<file path="config.mk">
export PLATFORM = sky130hd
export DESIGN_NAME = pt_walker
export DESIGN_NICKNAME = d
export VERILOG_FILES = /design/src/rtl/pt_walker.sv
export SDC_FILE = /design/constraint.sdc
export NUM_CORES = 1
export LEC_CHECK = 0
export CAP_MARGIN = 0
export CELL_PAD_IN_SITES_DETAIL_PLACEMENT = 0
export CELL_PAD_IN_SITES_GLOBAL_PLACEMENT = 1
export CORE_ASPECT_RATIO = 0.9
export CORE_MARGIN = 1
export CORE_UTILIZATION = 31
export DETAILED_ROUTE_END_ITERATION = 10
export DONT_BUFFER_PORTS = 1
export PLACE_DENSITY = 0.69
export SYNTH_ARGS = -nofsm -noshare
export SYNTH_HDL_FRONTEND = slang
export SYNTH_SLANG_ARGS = --single-unit
</file>
<file path="constraint.sdc">
create_clock -name clk -period 3.1 [get_ports clk]
set_clock_uncertainty 0.2 [all_clocks]
set_input_delay 0.31 -clock clk [delete_from_list [all_inputs] [get_ports clk]]
set_output_delay 0.31 -clock clk [all_outputs]
set_load 0.02 [all_outputs]
</file>
<file path="src/rtl/pt_walker.sv">
module pt_walker #(
  parameter int PA_W = 36
) (
  input  logic            clk,
  input  logic            rst_n,
  input  logic            req_valid,
  output logic            req_ready,
  input  logic [31:0]     req_vaddr,
  input  logic [PA_W-1:0] req_root,
  output logic            mem_req_valid,
  input  logic            mem_req_ready,
  output logic [PA_W-1:0] mem_req_addr,
  input  logic            mem_rsp_valid,
  input  logic [63:0]     mem_rsp_data,
  output logic            rsp_valid,
  input  logic            rsp_ready,
  output logic [PA_W-1:0] rsp_paddr,
  output logic            rsp_large,
  output logic            rsp_fault,
  output logic [1:0]      rsp_level
);
  localparam int FR_W = PA_W - 12;

  typedef enum logic [1:0] {S_IDLE, S_REQ, S_WAIT, S_RESP} st_t;
  st_t st;

  logic [31:0]     va;
  logic [PA_W-1:0] base;
  logic [1:0]      lvl;
  logic [8:0]      idx;

  logic [63:0] e;
  logic        e_present, e_rsv, e_big, e_misal;

  always_comb begin
    case (lvl)
      2'd0:    idx = {7'd0, va[31:30]};
      2'd1:    idx = va[29:21];
      default: idx = va[20:12];
    endcase
  end

  assign e         = mem_rsp_data;
  assign e_present = e[0];
  assign e_rsv     = |(e[51:12] >> FR_W);
  assign e_big     = (lvl == 2'd1) && e[7];
  assign e_misal   = |e[20:12];

  assign req_ready     = (st == S_IDLE);
  assign mem_req_valid = (st == S_REQ);
  assign mem_req_addr  = base + {{(PA_W-12){1'b0}}, idx, 3'b000};
  assign rsp_valid     = (st == S_RESP);

  logic unused_bits;
  assign unused_bits = ^{e[63:52], e[11:8], e[6:1], req_root[4:0]};

  always_ff @(posedge clk) begin
    if (!rst_n) begin
      st        <= S_IDLE;
      va        <= '0;
      base      <= '0;
      lvl       <= '0;
      rsp_paddr <= '0;
      rsp_large <= 1'b0;
      rsp_fault <= 1'b0;
      rsp_level <= '0;
    end else begin
      case (st)
        S_IDLE: if (req_valid) begin
          va   <= req_vaddr;
          base <= {req_root[PA_W-1:5], 5'b0};
          lvl  <= 2'd0;
          st   <= S_REQ;
        end
        S_REQ: if (mem_req_ready) st <= S_WAIT;
        S_WAIT: if (mem_rsp_valid) begin
          rsp_level <= lvl;
          if (!e_present || e_rsv || (e_big && e_misal)) begin
            rsp_fault <= 1'b1;
            rsp_large <= 1'b0;
            rsp_paddr <= '0;
            st        <= S_RESP;
          end else if (e_big) begin
            rsp_fault <= 1'b0;
            rsp_large <= 1'b1;
            rsp_paddr <= {e[PA_W-1:21], va[20:0]};
            st        <= S_RESP;
          end else if (lvl == 2'd2) begin
            rsp_fault <= 1'b0;
            rsp_large <= 1'b0;
            rsp_paddr <= {e[PA_W-1:12], va[11:0]};
            st        <= S_RESP;
          end else begin
            base <= {e[PA_W-1:12], 12'b0};
            lvl  <= lvl + 2'd1;
            st   <= S_REQ;
          end
        end
        S_RESP: if (rsp_ready) st <= S_IDLE;
        default: st <= S_IDLE;
      endcase
    end
  end
endmodule


</file>
# Yosys cells after proc, flatten, opt, wreduce, memory -nomap -nowiden
# Index checks and enable logic that the tools add are counted.
# totals
ff_bits	112
elab_cells	67
inputBits	138
output_inout_bits	79
# op_classes
eq_ne	12
mux	29
add_sub_neg	2
reduce_logical	16
# op_table
operator	count
$mux 36	8
$pmux 36 s2	1
$add 36x12->36	1
$mux 2	12
$pmux 9 s2	1
$reduce_or 16->1	1
$ne 2x2->1 const B	5
$reduce_or 9->1	1
$pmux 2 s4	1
$eq 2x2->1 const B	3
$reduce_and 6->1	1
$mux 1	5
$eq 2x1->1 const B	2
$logic_not 2->1	2
$ne 2x1->1 const B	2
$pmux 2 s2	1
$reduce_and 2->1	2
$reduce_and 4->1	1
$reduce_and 3->1	1
$reduce_bool 3->1	1
$add 2x1->2 const B	1
$logic_and 1x1->1	2
$logic_or 1x1->1	2
$reduce_bool 2->1	1
$logic_not 1->1	1

# Logic depth before layout (Yosys ltp)
# logic_depth
word_depth	7
ltp_mapped	15
mapped_depth_nobuf	12

# Worst setup path after synthesis
# Ideal clock, no wire load.
# synth_timing
path_kind	reg-to-output
from	register lvl[1]
to	output mem_req_addr[27]
t_required_ns	2.590
setup_slack_ns	-0.486
path_stages_with_launch	15
arrival_ns	3.076
path_buffers	3
cell_sequence	dfxtp_1 inv_1 ha_1 buf_2 clkbuf_1 o21ai_0 ha_1 inv_1 fa_1 nand2b_1 a21oi_1 a21oi_1 clkbuf_1 nor4_1 xor2_1
# synth_between
elab_chain_len	3
elab_cells_between_ends	4
cone_classes	1 x add/sub; 1 x eq/ne; 1 x mux; 1 x reduce/logical
# synth_rtl
item	line_no	text
start, declared	29	logic [1:0] lvl;
start signal, assigned	95	lvl <= lvl + 2'd1;
$eq 2x1->1 / $logic_not 2->1 (equally long branches)	36	case (lvl)
$pmux 9 s2 (*)	36	
$add 36x12->36 (*)	51	assign mem_req_addr = base + {{(PA_W-12){1'b0}}, idx, 3'b000};
end, declared	12	output logic [PA_W-1:0] mem_req_addr,
# Mark *: on every way between the ends. The rest lies on a longest branch, timed or not.

# Final worst setup path
# layout_timing
from	register lvl[1]
to	output mem_req_addr[31]
# The elaborated chain is that of the path after synthesis.

==> qor.yml <==
numCtsBuffers: 9
p_per_area_nw_per_um2: 409.8
crit_buf_inv: 5
dr.pass1.iters: 5
grt_usage_pct: 21.02
maxCapViolCount: 0
numClockSinks: 107
start_kind: "flip-flop"
hold_viol_final: 0
wl_mm: 19.10
slew_headroom_pct: 56.50
wl_per_cell_um: 18.04
crit_slowest_cell: "fa_2"
p_sw_share_pct: 30.64
rows: 45
syn-cell-area_sq_um: 5502
core_sq_um: 17120
clock_path_buffers: 2
synth_warnings: 0
postSynthCellCount: 694
synth_top_cell_area_share_pct: 38.94
status: "complete, but fails checks"
ys_seq_area_share_pct: 38.94
grt-ovfl-total: 0
final_layout_size_suffix_gt1_share_pct: 27.70
drc: 0
seq_power_share_pct: 46.5
drt_iter0_drc: 243
antenna_found_initial: 0
path_cells: "inv_4 -> ha_4 -> buf_4 -> nand2b_4 -> o21ai_4 -> inv_2 -> fa_2 -> nand2b_4 -> a21oi_4 -> a21oi_4 -> buf_12 -> nor4b_4 -> xor2_1 -> buf_4"
leakagePower_nw: 3.566
grt_pass1_vias: 5273
start_util_pct: 32.14
gr-usage-met3_pct: 8.374
yosysMostFrequentCell: "nand2_1"
setup_violations: 27
finalSetupTns_ns: -7.687
synth_edf_count: 0
synth_cell_types: 46
path_clk_slew_ns: 0.08
fin_crit_sh_pct: 115.2
routed_via_density: 5.061
combinationalPowerShare_pct: 18.5
worst-endpoint-required_ns: 2.59
post_dp_cell_area_sq_um: 6211
vias: 5360
portBuffers: 0
detail-route-antenna-nets: 0
utilization_pct: 47.27
final_nets: 968
power_w: 0.003316
htree_levels: 3
hpwl_mm: 12.76
synth_commonest_cells: "226 x nand2_1, 107 x dfxtp_1, 34 x a21boi_0, 34 x clkbuf_1, 34 x nand3_1"
grt_pass1_wl_mm: 28.90
p_int_w: 0.002300
setup_ws_ns: -0.4718
insertion_delay_ns: 0.36
cp_data_arrival_time_ns: 3.06
critPathMaxFanout: 5
die_y_um: 128.4
design_area_sq_um: 8092
ir_worst_vdd_uv: 250.9
met1_usage_pct: 25.93
cts_tree: "yes"
hp-class: "primary input to flip-flop"
worstMarginPinSlew_ns: 0.6501
syn_area_per_cell_sq_um: 7.927
synth.top_cells.by_area: "dfxtp_1 39%, nand2_1 15%, a21boi_0 4.6%, o211a_1 4.5%, o22ai_2 4.5%"
violations: "setup timing"
critPathMaxStageDelay_ns: 0.36
rsz0062_at_grt: "true"
maxSlewViolCount: 0
p_sw_w: 0.001016
critPathKind: "flip-flop to output pin"
syn_to_final_growth_pct: 47.08
dieWidth_um: 142.4
preCtsSetupSlack_ns: -0.1676
cp-end-kind: "output pin"
fmax_mhz: 280.0
path_delay_family: "buffers and inverters"
gr-usage-met2_pct: 33.77
dieArea_sq_um: 18280
synth_top_area_cell: "dfxtp_1"
period_minus_slack_ns: 3.572
async_flop_share_pct: 0
grt_most_used_layer: "met2"
synth_seq_cells: 107
num_io_pins: 217
cts_root_buf: "clkbuf_16"
gp_congestion: 0.7984
grt_max_degree: 145
synth_ff_type: "dfxtp_1"
p_clk_share_pct: 35.0
power by group through the flow:
stage | logic, W | registers (W) | clock network [W]
after floorplan | 0.000359 | 0.00154 | 0
after global placement | 0.000458 | 0.00156 | 0
after detailed placement | 0.000469 | 0.00156 | 0
after CTS | 0.000603 | 0.00154 | 0.00120
after global routing | 0.000669 | 0.00155 | 0.00125
final | 0.000613 | 0.00154 | 0.00116
through the flow:
step | hold slack (ns) | std cells
floorplan | 0.2403 | 696
global placement | 0.2503 | 933
detailed placement | 0.2573 | 933
CTS | 0.001322 | 1045
global route | 0.001474 | 1058
finish | 0.01677 | 1059
state kept, by name (all words and copies together) (netlist names):
register   cells
base          31
lvl            2
rsp_fault      1
rsp_large      1
rsp_level      2
rsp_paddr     36
st             2
va            32
area by class of cell:
type | count | area, sq um
Fill cell | 1627 | 9025
Tap cell | 235 | 294.0
Antenna cell | 1 | 2.502
Inverter | 10 | 40.04
Timing Repair Buffer | 165 | 1546
Clock inverter | 7 | 67.56
Multi-Input combinational cell | 525 | 3771
Sequential cell | 107 | 2145
Clock buffer | 9 | 225.2
logic make-up after synthesis:
kind of cell	synth area share (%)
other	0.06816
AO/OA/AOI/OAI	19.45
flip-flops	38.94
buffers and inverters	5.276
XOR/XNOR	4.458
adder cells (fa/ha/maj)	2.866
AND/OR/NAND/NOR	26.90
multiplexers	2.047
worst paths after layout:
path	depth (start not counted)	slack, ns	start	endpoint
setup reg to reg	12	0.15	lvl[0]$_SDFFE_PN0P_	base[15]$_SDFFE_PN0P_
hold reg to reg	2	0.27	va[22]$_SDFFE_PN0P_	va[22]$_SDFFE_PN0P_
hold / removal	3	0.02	mem_rsp_data[33]	base[33]$_SDFFE_PN0P_
setup / recovery	14	-0.47	lvl[1]$_SDFFE_PN0P_	mem_req_addr[31]
placed cells by master (no fill, tap or decap), types with 4 or more instances in the layout:
cell type      synthesis  routed
inv_1                 10       6
ha_4                   0       6
mux2_2                10      10
o21ai_0               18      10
o21ai_2                0       4
dlygate4sd3_1          0      73
nand3_1               34      32
clkbuf_16              0       9
o22ai_2               20      20
ha_1                  11       4
nand2b_4               0       9
nor3_4                 0       7
nor2_4                 0       8
nor2_1                22      11
o21ai_4                0       5
dfxtp_1              107     105
xnor2_2                0       7
o22ai_1               17      17
nand2_1              226     222
xor2_2                 0       7
a21boi_0              34      34
buf_6                  3      18
nand2_2                0       4
xor2_1                20      11
nand4_1               14      14
o211a_1               25      25
buf_4                  3      70
worst register-to-register path, delay by kind of cell (launching register included):
family | cells | cell delay [ns]
AOI/OAI and AO/OA | 2 | 0.30
adders and majority gates | 1 | 0.19
buffers and inverters | 6 | 1.35
DFF | 1 | 0.33
and+or+nand+nor | 3 | 0.46
layer usage:
metal  vias to the layer above  part of all wire, %
li1                       2614                    -
met1                      2549                   43
met2                       164                   46
met3                        33                  8.5
met4                         0                  1.9
met5                         -                    0
timing repair:
item | CTS | global route
hold buffers | 74 | 0
endpoints found under the setup margin | 27 | 28
buffers inserted | 20 | 14
hold endpoints to repair | 107 | 0
resized for setup | 66 | 47
pin swaps | 33 | 28
gates cloned | 2 | 0
(Power assumes the default switching activity.)
